`src/rtl/can_acf_pkg.sv`:
```
// Package: shared widths and the masked compare used by all filter parts.
// Assumes: a mask bit of 1 means the corresponding bit is a don't-care.
package can_acf_pkg;
    localparam int BYTE_W   = 8;
    localparam int NBYTES   = 4;
    localparam int BANK_W   = BYTE_W * NBYTES;
    localparam int EXT_ID_W = 29;
    localparam int STD_ID_W = 11;
    localparam int DLC_W    = 4;

    // True when value and code agree on every bit the mask does not ignore.
    function automatic logic masked_eq32(input logic [31:0] value,
                                         input logic [31:0] code,
                                         input logic [31:0] mask);
        return ((value ^ code) & ~mask) == 32'd0;
    endfunction
endpackage

```
`src/rtl/acf_std_id_match.sv`:
```
// Module: compares an 11-bit standard identifier plus RTR against a pair of
// code bytes: identifier in hi byte and lo[7:5], RTR in lo[4].
// Assumes: lo[3:0] of code and mask belong to someone else and are ignored.
module acf_std_id_match
    import can_acf_pkg::*;
(
    input  logic [STD_ID_W-1:0] id,
    input  logic                rtr,
    input  logic [BYTE_W-1:0]   code_hi,
    input  logic [BYTE_W-1:0]   code_lo,
    input  logic [BYTE_W-1:0]   mask_hi,
    input  logic [BYTE_W-1:0]   mask_lo,
    output logic                hit
);
    logic [31:0] val_w, code_w, mask_w;
    logic [3:0]  unused_lo;

    // Pack identifier and RTR into one compare word.
    always_comb begin
        val_w  = {20'd0, id, rtr};
        code_w = {20'd0, code_hi, code_lo[7:4]};
        mask_w = {20'd0, mask_hi, mask_lo[7:4]};
        hit    = masked_eq32(val_w, code_w, mask_w);
    end

    assign unused_lo = code_lo[3:0] ^ mask_lo[3:0];
endmodule

```
`src/rtl/acf_single.sv`:
```
// Module: single-layout filter. All four code/mask bytes form one filter:
// a 29-bit identifier with RTR for extended frames, or an 11-bit identifier
// with RTR followed by up to two data bytes for standard frames.
// Assumes: inputs are steady while the result is used.
module acf_single
    import can_acf_pkg::*;
(
    input  logic [BANK_W-1:0]   code,
    input  logic [BANK_W-1:0]   mask,
    input  logic                ext,
    input  logic                rtr,
    input  logic [DLC_W-1:0]    dlc,
    input  logic [EXT_ID_W-1:0] id,
    input  logic [BYTE_W-1:0]   d0,
    input  logic [BYTE_W-1:0]   d1,
    output logic                hit
);
    logic [BYTE_W-1:0] c [NBYTES];
    logic [BYTE_W-1:0] m [NBYTES];
    logic ext_hit, std_id_hit, d0_hit, d1_hit, std_hit;

    // Split the packed banks into bytes.
    for (genvar k = 0; k < NBYTES; k++) begin : g_split
        assign c[k] = code[k*BYTE_W +: BYTE_W];
        assign m[k] = mask[k*BYTE_W +: BYTE_W];
    end

    // Extended frame: full identifier plus RTR at bit 2 of byte 3.
    always_comb begin
        ext_hit = masked_eq32({2'b00, id, rtr},
                              {2'b00, c[0], c[1], c[2], c[3][7:3], c[3][2]},
                              {2'b00, m[0], m[1], m[2], m[3][7:3], m[3][2]});
    end

    acf_std_id_match u_std_id (
        .id      (id[STD_ID_W-1:0]),
        .rtr     (rtr),
        .code_hi (c[0]),
        .code_lo (c[1]),
        .mask_hi (m[0]),
        .mask_lo (m[1]),
        .hit     (std_id_hit)
    );

    // Data byte compares against bytes 2 and 3.
    always_comb begin
        d0_hit = masked_eq32({24'd0, d0}, {24'd0, c[2]}, {24'd0, m[2]});
        d1_hit = masked_eq32({24'd0, d1}, {24'd0, c[3]}, {24'd0, m[3]});
    end

    // Standard frame: identifier first, then as many data bytes as present.
    always_comb begin
        if (!std_id_hit)
            std_hit = 1'b0;
        else if (rtr || dlc == '0)
            std_hit = 1'b1;
        else if (!d0_hit)
            std_hit = 1'b0;
        else if (dlc == DLC_W'(1))
            std_hit = 1'b1;
        else
            std_hit = d1_hit;
    end

    assign hit = ext ? ext_hit : std_hit;

    // a remote request that passes the identifier check is never refused.
    always_comb begin
        a_r4_rtr_passes: assert (!(!ext && rtr && std_id_hit) || hit);
    end
endmodule

```
`src/rtl/acf_dual.sv`:
```
// Module: dual-layout filter. Bytes 0,1 (code and mask) form filter A and
// bytes 2,3 form filter B. Extended frames use ID28..13 only; standard
// frames use identifier and RTR, and filter A also checks data byte 0 against
// a byte assembled from the low nibbles of bytes 1 and 3.
// Assumes: inputs are steady while the result is used.
module acf_dual
    import can_acf_pkg::*;
#(
    parameter int NBANKS = 2
) (
    input  logic [BANK_W-1:0]   code,
    input  logic [BANK_W-1:0]   mask,
    input  logic                ext,
    input  logic                rtr,
    input  logic [EXT_ID_W-1:0] id,
    input  logic [BYTE_W-1:0]   d0,
    output logic                hit
);
    localparam int HI_ID_W = 2 * BYTE_W;
    localparam int HI_ID_LSB = EXT_ID_W - HI_ID_W;

    logic [BYTE_W-1:0] c [NBYTES];
    logic [BYTE_W-1:0] m [NBYTES];
    logic [NBANKS-1:0] ext_hit, std_id_hit;
    logic              d0_hit;
    logic [1:0]        unused_id;

    // Split the packed banks into bytes.
    for (genvar k = 0; k < NBYTES; k++) begin : g_split
        assign c[k] = code[k*BYTE_W +: BYTE_W];
        assign m[k] = mask[k*BYTE_W +: BYTE_W];
    end

    // One identifier comparator pair per filter bank.
    for (genvar b = 0; b < NBANKS; b++) begin : g_bank
        // Extended: upper 16 identifier bits against the bank's two bytes.
        always_comb begin
            ext_hit[b] = masked_eq32({16'd0, id[EXT_ID_W-1:HI_ID_LSB]},
                                     {16'd0, c[2*b], c[2*b+1]},
                                     {16'd0, m[2*b], m[2*b+1]});
        end

        acf_std_id_match u_std_id (
            .id      (id[STD_ID_W-1:0]),
            .rtr     (rtr),
            .code_hi (c[2*b]),
            .code_lo (c[2*b+1]),
            .mask_hi (m[2*b]),
            .mask_lo (m[2*b+1]),
            .hit     (std_id_hit[b])
        );
    end

    // Filter A data check on byte 0, nibbles taken from bytes 1 and 3.
    always_comb begin
        d0_hit = masked_eq32({24'd0, d0},
                             {24'd0, c[1][3:0], c[3][3:0]},
                             {24'd0, m[1][3:0], m[3][3:0]});
    end

    // Either filter accepts.
    always_comb begin
        if (ext)
            hit = |ext_hit;
        else
            hit = (std_id_hit[0] && d0_hit) || std_id_hit[1];
    end

    assign unused_id = id[STD_ID_W+1:STD_ID_W];

    // filter B on a standard frame needs no data check.
    always_comb begin
        a_r8_bank_b_alone: assert (!(!ext && std_id_hit[1]) || hit);
    end
endmodule

```
`src/rtl/can_accept_filter.sv`:
```
// Module: top of the CAN acceptance filter. Selects the single or dual
// layout result, forces acceptance when the extended register set is off,
// and registers the verdict with a one-cycle valid pulse.
// Assumes: frame fields and configuration are held steady in the start cycle.
module can_accept_filter
    import can_acf_pkg::*;
(
    input  logic        clk,
    input  logic        rst_n,
    input  logic        start,
    input  logic        ext_regs_en,
    input  logic        dual_mode,
    input  logic [31:0] acc_code,
    input  logic [31:0] acc_mask,
    input  logic        frame_ext,
    input  logic        frame_rtr,
    input  logic [3:0]  frame_dlc,
    input  logic [28:0] frame_id,
    input  logic [7:0]  frame_d0,
    input  logic [7:0]  frame_d1,
    output logic        accept_valid,
    output logic        accept
);
    logic single_hit, dual_hit, verdict;

    acf_single u_single (
        .code (acc_code),
        .mask (acc_mask),
        .ext  (frame_ext),
        .rtr  (frame_rtr),
        .dlc  (frame_dlc),
        .id   (frame_id),
        .d0   (frame_d0),
        .d1   (frame_d1),
        .hit  (single_hit)
    );

    acf_dual #(.NBANKS(2)) u_dual (
        .code (acc_code),
        .mask (acc_mask),
        .ext  (frame_ext),
        .rtr  (frame_rtr),
        .id   (frame_id),
        .d0   (frame_d0),
        .hit  (dual_hit)
    );

    // Pick the layout and apply the bypass.
    always_comb begin
        if (!ext_regs_en)
            verdict = 1'b1;
        else
            verdict = dual_mode ? dual_hit : single_hit;
    end

    // Register the verdict; hold accept low outside the valid cycle.
    always_ff @(posedge clk) begin
        if (!rst_n) begin
            accept_valid <= 1'b0;
            accept       <= 1'b0;
        end else begin
            accept_valid <= start;
            accept       <= start & verdict;
        end
    end

    // a start is answered on the next cycle.
    a_r10_valid_after_start: assert property (@(posedge clk) disable iff (!rst_n)
        start |=> accept_valid);
    // no verdict without a start the cycle before.
    a_r10_no_spurious_valid: assert property (@(posedge clk) disable iff (!rst_n)
        !start |=> !accept_valid && !accept);
    // bypass accepts everything.
    a_r9_bypass_accepts: assert property (@(posedge clk) disable iff (!rst_n)
        (start && !ext_regs_en) |=> accept);
    // an exact single-layout extended match is accepted.
    a_r2_single_ext_exact: assert property (@(posedge clk) disable iff (!rst_n)
        (start && ext_regs_en && !dual_mode && frame_ext &&
         frame_id == {acc_code[7:0], acc_code[15:8], acc_code[23:16], acc_code[31:27]} &&
         frame_rtr == acc_code[26]) |=> accept);
    // an exact filter-A dual-layout extended match is accepted.
    a_r6_dual_ext_exact: assert property (@(posedge clk) disable iff (!rst_n)
        (start && ext_regs_en && dual_mode && frame_ext &&
         frame_id[28:13] == {acc_code[7:0], acc_code[15:8]}) |=> accept);
endmodule

```
`config.mk`:
```
export PLATFORM = sky130hd
export DESIGN_NAME = can_accept_filter
export DESIGN_NICKNAME = d
export VERILOG_FILES = /design/src/rtl/can_acf_pkg.sv /design/src/rtl/acf_std_id_match.sv /design/src/rtl/acf_single.sv /design/src/rtl/acf_dual.sv /design/src/rtl/can_accept_filter.sv
export SDC_FILE = /design/constraint.sdc
export NUM_CORES = 1
export LEC_CHECK = 0
export BUFFER_PORTS_ARGS = -buffer_cell sky130_fd_sc_hd__buf_2
export CAP_MARGIN = 20
export CELL_PAD_IN_SITES_DETAIL_PLACEMENT = 1
export CELL_PAD_IN_SITES_GLOBAL_PLACEMENT = 1
export CORE_ASPECT_RATIO = 1.25
export CORE_MARGIN = 2
export CORE_UTILIZATION = 23
export DETAILED_ROUTE_END_ITERATION = 10
export GPL_ROUTABILITY_DRIVEN = 0
export PLACE_DENSITY_LB_ADDON = 0.12
export SYNTH_ARGS = -nofsm -noshare
export SYNTH_HDL_FRONTEND = slang
export SYNTH_SLANG_ARGS = --single-unit
```
`constraint.sdc`:
```
create_clock -name clk -period 1.6 [get_ports clk]
set_input_delay 0.16 -clock clk [delete_from_list [all_inputs] [get_ports clk]]
set_output_delay 0.16 -clock clk [all_outputs]
set_load 0.01 [all_outputs]
```
Yosys cells after proc, flatten, opt, wreduce, memory -nomap -nowiden
Index checks and enable logic that the tools add are counted. Widths: inputs -> output; s select.

Flip-flop bits (word level): 2. Latch bits: 0. RAM bits: 0. ROM bits: 0. Input port bits: 120. Output and inout bits: 2. Word-level logic and storage cells: 49. Memories: 0.

$add $sub $neg: 0. Multiply operators: 0. Div/mod/pow operators: 0. $lt $le $gt $ge: 0. Eq/ne operators: 1. Shift-type cells: 0. Muxes and demuxes: 8. Bitwise gates (word level): 25. Reduce and logical (&&, ||, !) cells: 13.

Operators with widths (count): $and 32x32->32 (8); $logic_not 32->1 (8); $not 8->32 (3); $not 12->32 (2); $not 16->32 (2); $not 30->32 (1); $xor 16x16->16 (2); $xor 30x30->30 (1); $xor 12x12->12 (2); $xor 8x8->8 (3); $mux 1 (8); $eq 4x1->1 const B (1); $logic_not 4->1 (1); $logic_or 1x1->1 (2); $reduce_or 2->1 (1); $and 1x1->1 (1); $logic_and 1x1->1 (1).

Longest topological paths before layout
Word-level depth: 11. Gate-level depth with buffers: 7. Depth with buffers taken out: 6.

Cells and area by module
From an unflattened synthesis, not the netlist that was laid out.

Cells, all modules: 218. Area total of the unflattened synthesis: 1711.6 um^2.

By module, submodules not included: acf_single (times used 1, cells an instance 83, area each 626.9 um^2, seq. area each 0.0 um^2); acf_dual (times used 1, cells an instance 70, area each 538.0 um^2, seq. area each 0.0 um^2); acf_std_id_match (times used 3, cells an instance 20, area each 160.2 um^2, seq. area each 0.0 um^2); can_accept_filter (times used 1, cells an instance 5, area each 66.3 um^2, seq. area each 40.0 um^2).

Worst setup path before layout
OpenSTA, ideal clock, no wires.

Kind: in2reg. Start: in acc_code[17]. End: reg accept. Setup time: 0.086 ns. Arrival time: 1.415 ns. Data required time: 1.514 ns. Slack: 0.098 ns. Cell stages on the path: 7. Path buffers: 1. Cells stage by stage: clkbuf_1 -> xnor2_1 -> o22ai_1 -> or4_1 -> nor2_1 -> o21ai_0 -> a221oi_2.

Longest elaborated chain between the ends: 10. Elaborated cells between the ends (all ways): 22. Classes of those cells: mux (7); bitwise (9); reduce/logical (6).

RTL lines: start, declared (RTL line can_accept_filter.sv:13) `input logic [31:0] acc_code,`; $xor 8x8->8 (RTL line can_acf_pkg.sv:15) `return ((value ^ code) & ~mask) == 32'd0;`; $and 32x32->32 (RTL line can_acf_pkg.sv:15); $logic_not 32->1 (RTL line can_acf_pkg.sv:15); $mux 1 (RTL line acf_single.sv:57) `else if (!d0_hit)`; $mux 1 (RTL line acf_single.sv:55) `else if (rtr || dlc == '0)`; $mux 1 (RTL line acf_single.sv:53) `if (!std_id_hit)`; $mux 1 (RTL line acf_single.sv:65) `assign hit = ext ? ext_hit : std_hit;`; $mux 1 * (RTL line can_accept_filter.sv:53) `verdict = dual_mode ? dual_hit : single_hit;`; $mux 1 * (RTL line can_accept_filter.sv:50) `if (!ext_regs_en)`; $and 1x1->1 * (RTL line can_accept_filter.sv:63) `accept <= start & verdict;`; end signal, assigned (RTL line can_accept_filter.sv:63); end, declared (RTL line can_accept_filter.sv:22) `output logic accept`.

Mark *: on every way between the ends. The rest lies on a longest branch, timed or not. A chain may end at the register's enable or synchronous reset.

Final worst setup path
Start: in acc_code[6]. End: reg accept.

Longest elaborated chain between the ends: 9. Elaborated cells between the ends (all ways): 18. Classes of those cells: mux (5); bitwise (7); reduce/logical (6).

RTL lines: $xor 12x12->12 (RTL line can_acf_pkg.sv:15); $and 32x32->32 (RTL line can_acf_pkg.sv:15); $logic_not 32->1 (RTL line can_acf_pkg.sv:15); $logic_and 1x1->1 (RTL line acf_dual.sv:66) `hit = (std_id_hit[0] && d0_hit) || std_id_hit[1];`; $logic_or 1x1->1 (RTL line acf_dual.sv:66); $mux 1 (RTL line acf_dual.sv:63) `if (ext)`; $mux 1 * (RTL line can_accept_filter.sv:53); $mux 1 * (RTL line can_accept_filter.sv:50); $and 1x1->1 * (RTL line can_accept_filter.sv:63).

Marked as above.

==> out/metrics.cfg <==
[layout]
area_growth_pct = 70.4
stdcell_count = 417
drive_gt1_share_pct = 51.8
diodes = 0
nets = 454

[route]
drt-met1-wl_um = 2840
routed_wl_um = 7010
drc = 0
wl_met2_um = 3730
wire_per_inst_um = 16.8
viasPerCell = 4.65
vias = 1940
firstDrtPassIters = 4
postRouteAntennaNets = 0
drt_iter0_drc = 49
dr_wl_met3_um = 375
top_layer = met4

[critical_path]
critPathMaxStageDelay_ns = 0.52
slowest_stage = or4_1
path_max_fanout = 2
worstPathRequired_ns = 1.72
path_delay_family = simple AND/OR/NAND/NOR gates
crit_cells = 7
criticalPathCategory = input port to register
worst_setup_path_end_kind = register
start_kind = input port
critical_path_buf_inv_count = 1
cp_data_arrival_time_ns = 1.67
crit_chain = buf_2, xnor2_1, o22ai_2, or4_1, nor2_2, a311oi_2, a221oi_2

[pwr]
pwr-share-clk_pct = 19.8
cellPowerDensity_nw_per_um2 = 414
seqPwrFrac_pct = 5.3
p_int_mw = 0.621
comb_power_share_pct = 75.0
p_leak_nw = 1.04
switching_share_pct = 38.7
p_switching_mw = 0.392
peakVddDrop_uv = 245

[synth]
ys_types = 21
synth_seq_cells = 2
yosys.area_share.simple_pct = 10.1
synth_top_family_by_area = XOR/XNOR gates
synth_mux_area_share_pct = 0
synthAdderAreaFrac_pct = 0
synth_xor_area_share_pct = 57.8
synth_area_um2 = 1440
syn_nets = 308
synth_cells = 188
synth_compound_area_share_pct = 22.6
syn_avg_cell_area_um2 = 7.64
yosysSeqAreaShare_pct = 2.79
ys_warn_count = 0

[placed_design]
place_inst = 414
io_buffers = 121
place_hpwl_um = 6480

[sta]
finalSetupViolations = 0
slew_headroom_pct = 74.7
hold_ws_ns = 0.185
finalCritPeriodShare_pct = 96.5
finalHoldViolations = 0
finalCriticalPeriod_ns = 1.54
fmax_mhz = 647
slew_violations = 0
worst_slew_pin_slew_ns = 0.376

[floorplan]
die_w_um = 74.7
die-area_um2 = 6900
core_um2 = 6130
start_util_pct = 23.4
ios = 122
dieHeight_um = 92.4
rows = 32

[cts]
ctsHoldBuffers = 0
clock-sinks = 2
cts_made_buffers = 3
cts-root-buf = clkbuf_8
cts_htree_levels = 1
cts_tree = done
clockBufferDepth = 2
path_clk_slew_ns = 0.03

[grt]
grt_pass1_vias = 2026
grt_first_pass_wirelength_um = 10300
grt_overflow = 0
grtUsageTotal_pct = 20.1
antenna_found_initial = 0
grt_max_degree = 5

[min_path]
min_path_cells = 3
min_path_type = input port to register

[job]
cap_violations = 0

[run_status]
outcome = completed

[state kept, by name (all words and copies together) (netlist names)]
name          cells
accept            1
accept_valid      1
[repair_timing]
action                     4_1_cts  5_1_grt
gates resized for setup          0       13
setup endpoints to repair        0        1
setup buffers                    0        0
[final cells by class]
cell class / count / area, um^2
fillers: 812 / 3680
flip-flops and latches: 2 / 40.0
clock buffers: 3 / 41.3
well taps: 85 / 106
repair buffers: 155 / 873
inverters: 2 / 7.51
multi-input cells: 170 / 1380
[layout by cell type, fill, tap and decap left out]
| master | n |
|---|---|
| a221oi_2 | 1 |
| a311oi_2 | 1 |
| and4_1 | 1 |
| buf_12 | 1 |
| buf_2 | 121 |
| buf_4 | 33 |
| clkbuf_8 | 3 |
| dfxtp_1 | 2 |
| inv_1 | 2 |
| nand2_1 | 2 |
| nand3_1 | 1 |
| nor2_1 | 6 |
| nor2_2 | 1 |
| nor3_1 | 1 |
| nor4_1 | 6 |
| nor4_2 | 4 |
| o211ai_1 | 1 |
| o21ai_0 | 1 |
| o21ai_1 | 1 |
| o22a_1 | 1 |
| o22ai_1 | 43 |
| o22ai_2 | 1 |
| or4_1 | 4 |
| xnor2_1 | 88 |
| xnor2_2 | 6 |
[cell usage after synthesis, drive strengths merged]
| master | n | area, um^2 |
|---|---|---|
| a221oi | 1 | 15.0 |
| nor2 | 7 | 26.3 |
| buf | 6 | 55.1 |
| a311oi | 1 | 8.76 |
| o211ai | 1 | 7.51 |
| o22ai | 44 | 275 |
| xnor2 | 94 | 831 |
| inv | 2 | 7.51 |
| dfxtp | 2 | 40.0 |
| nand3 | 1 | 5.00 |
| and4 | 1 | 8.76 |
| nand2 | 2 | 7.51 |
| or4 | 4 | 30.0 |
| o21ai | 2 | 10.0 |
| nor4 | 10 | 62.6 |
| clkbuf | 8 | 32.5 |
| o22a | 1 | 8.76 |
| nor3 | 1 | 5.00 |
[stage by stage]
step           util [%]  power (mW)  cell area (um^2)  setup WS [ns]  setup TNS, ns
2_1_floorplan         -       0.418              1440         0.0984              0
3_3_place_gp       38.0       0.786              2330         -0.165         -0.165
3_5_place_dp       38.0       0.788              2330         -0.198         -0.198
4_1_cts            38.7        1.00              2370         0.0168              0
5_1_grt            40.0        1.10              2450        -0.0123        -0.0123
6_report           40.0        1.01              2450         0.0553              0
[power by group through the flow]
stage	sequential [mW]	clock, mW	combinational (mW)
floorplan	0.0557	0	0.362
global placement	0.0540	0	0.732
detailed placement	0.0540	0	0.734
CTS	0.0533	0.210	0.737
global route	0.0536	0.214	0.828
finish	0.0534	0.200	0.759
[cell families after synthesis]
family,count (synthesis)
xor gates and xnor gates,94
and+or+nand+nor,26
DFF,2
AOI/OAI and AO/OA,50
buffers and inverters,16
[layer usage]
| metal | GRT usage [%] | vias up |
|---|---|---|
| met4 | 3.57 | 0 |
| met3 | 1.52 | 8 |
| met2 | 36.9 | 69 |
| met5 | 0 | - |
| met1 | 25.3 | 892 |
| li1 | - | 971 |
[path summary, 6_finish.rpt]
path	start	end	slack [ns]
worst max-delay path	acc_code[6]	accept	0.06
worst min-delay path	start	accept_valid	0.19
(Power assumes the default switching activity.)
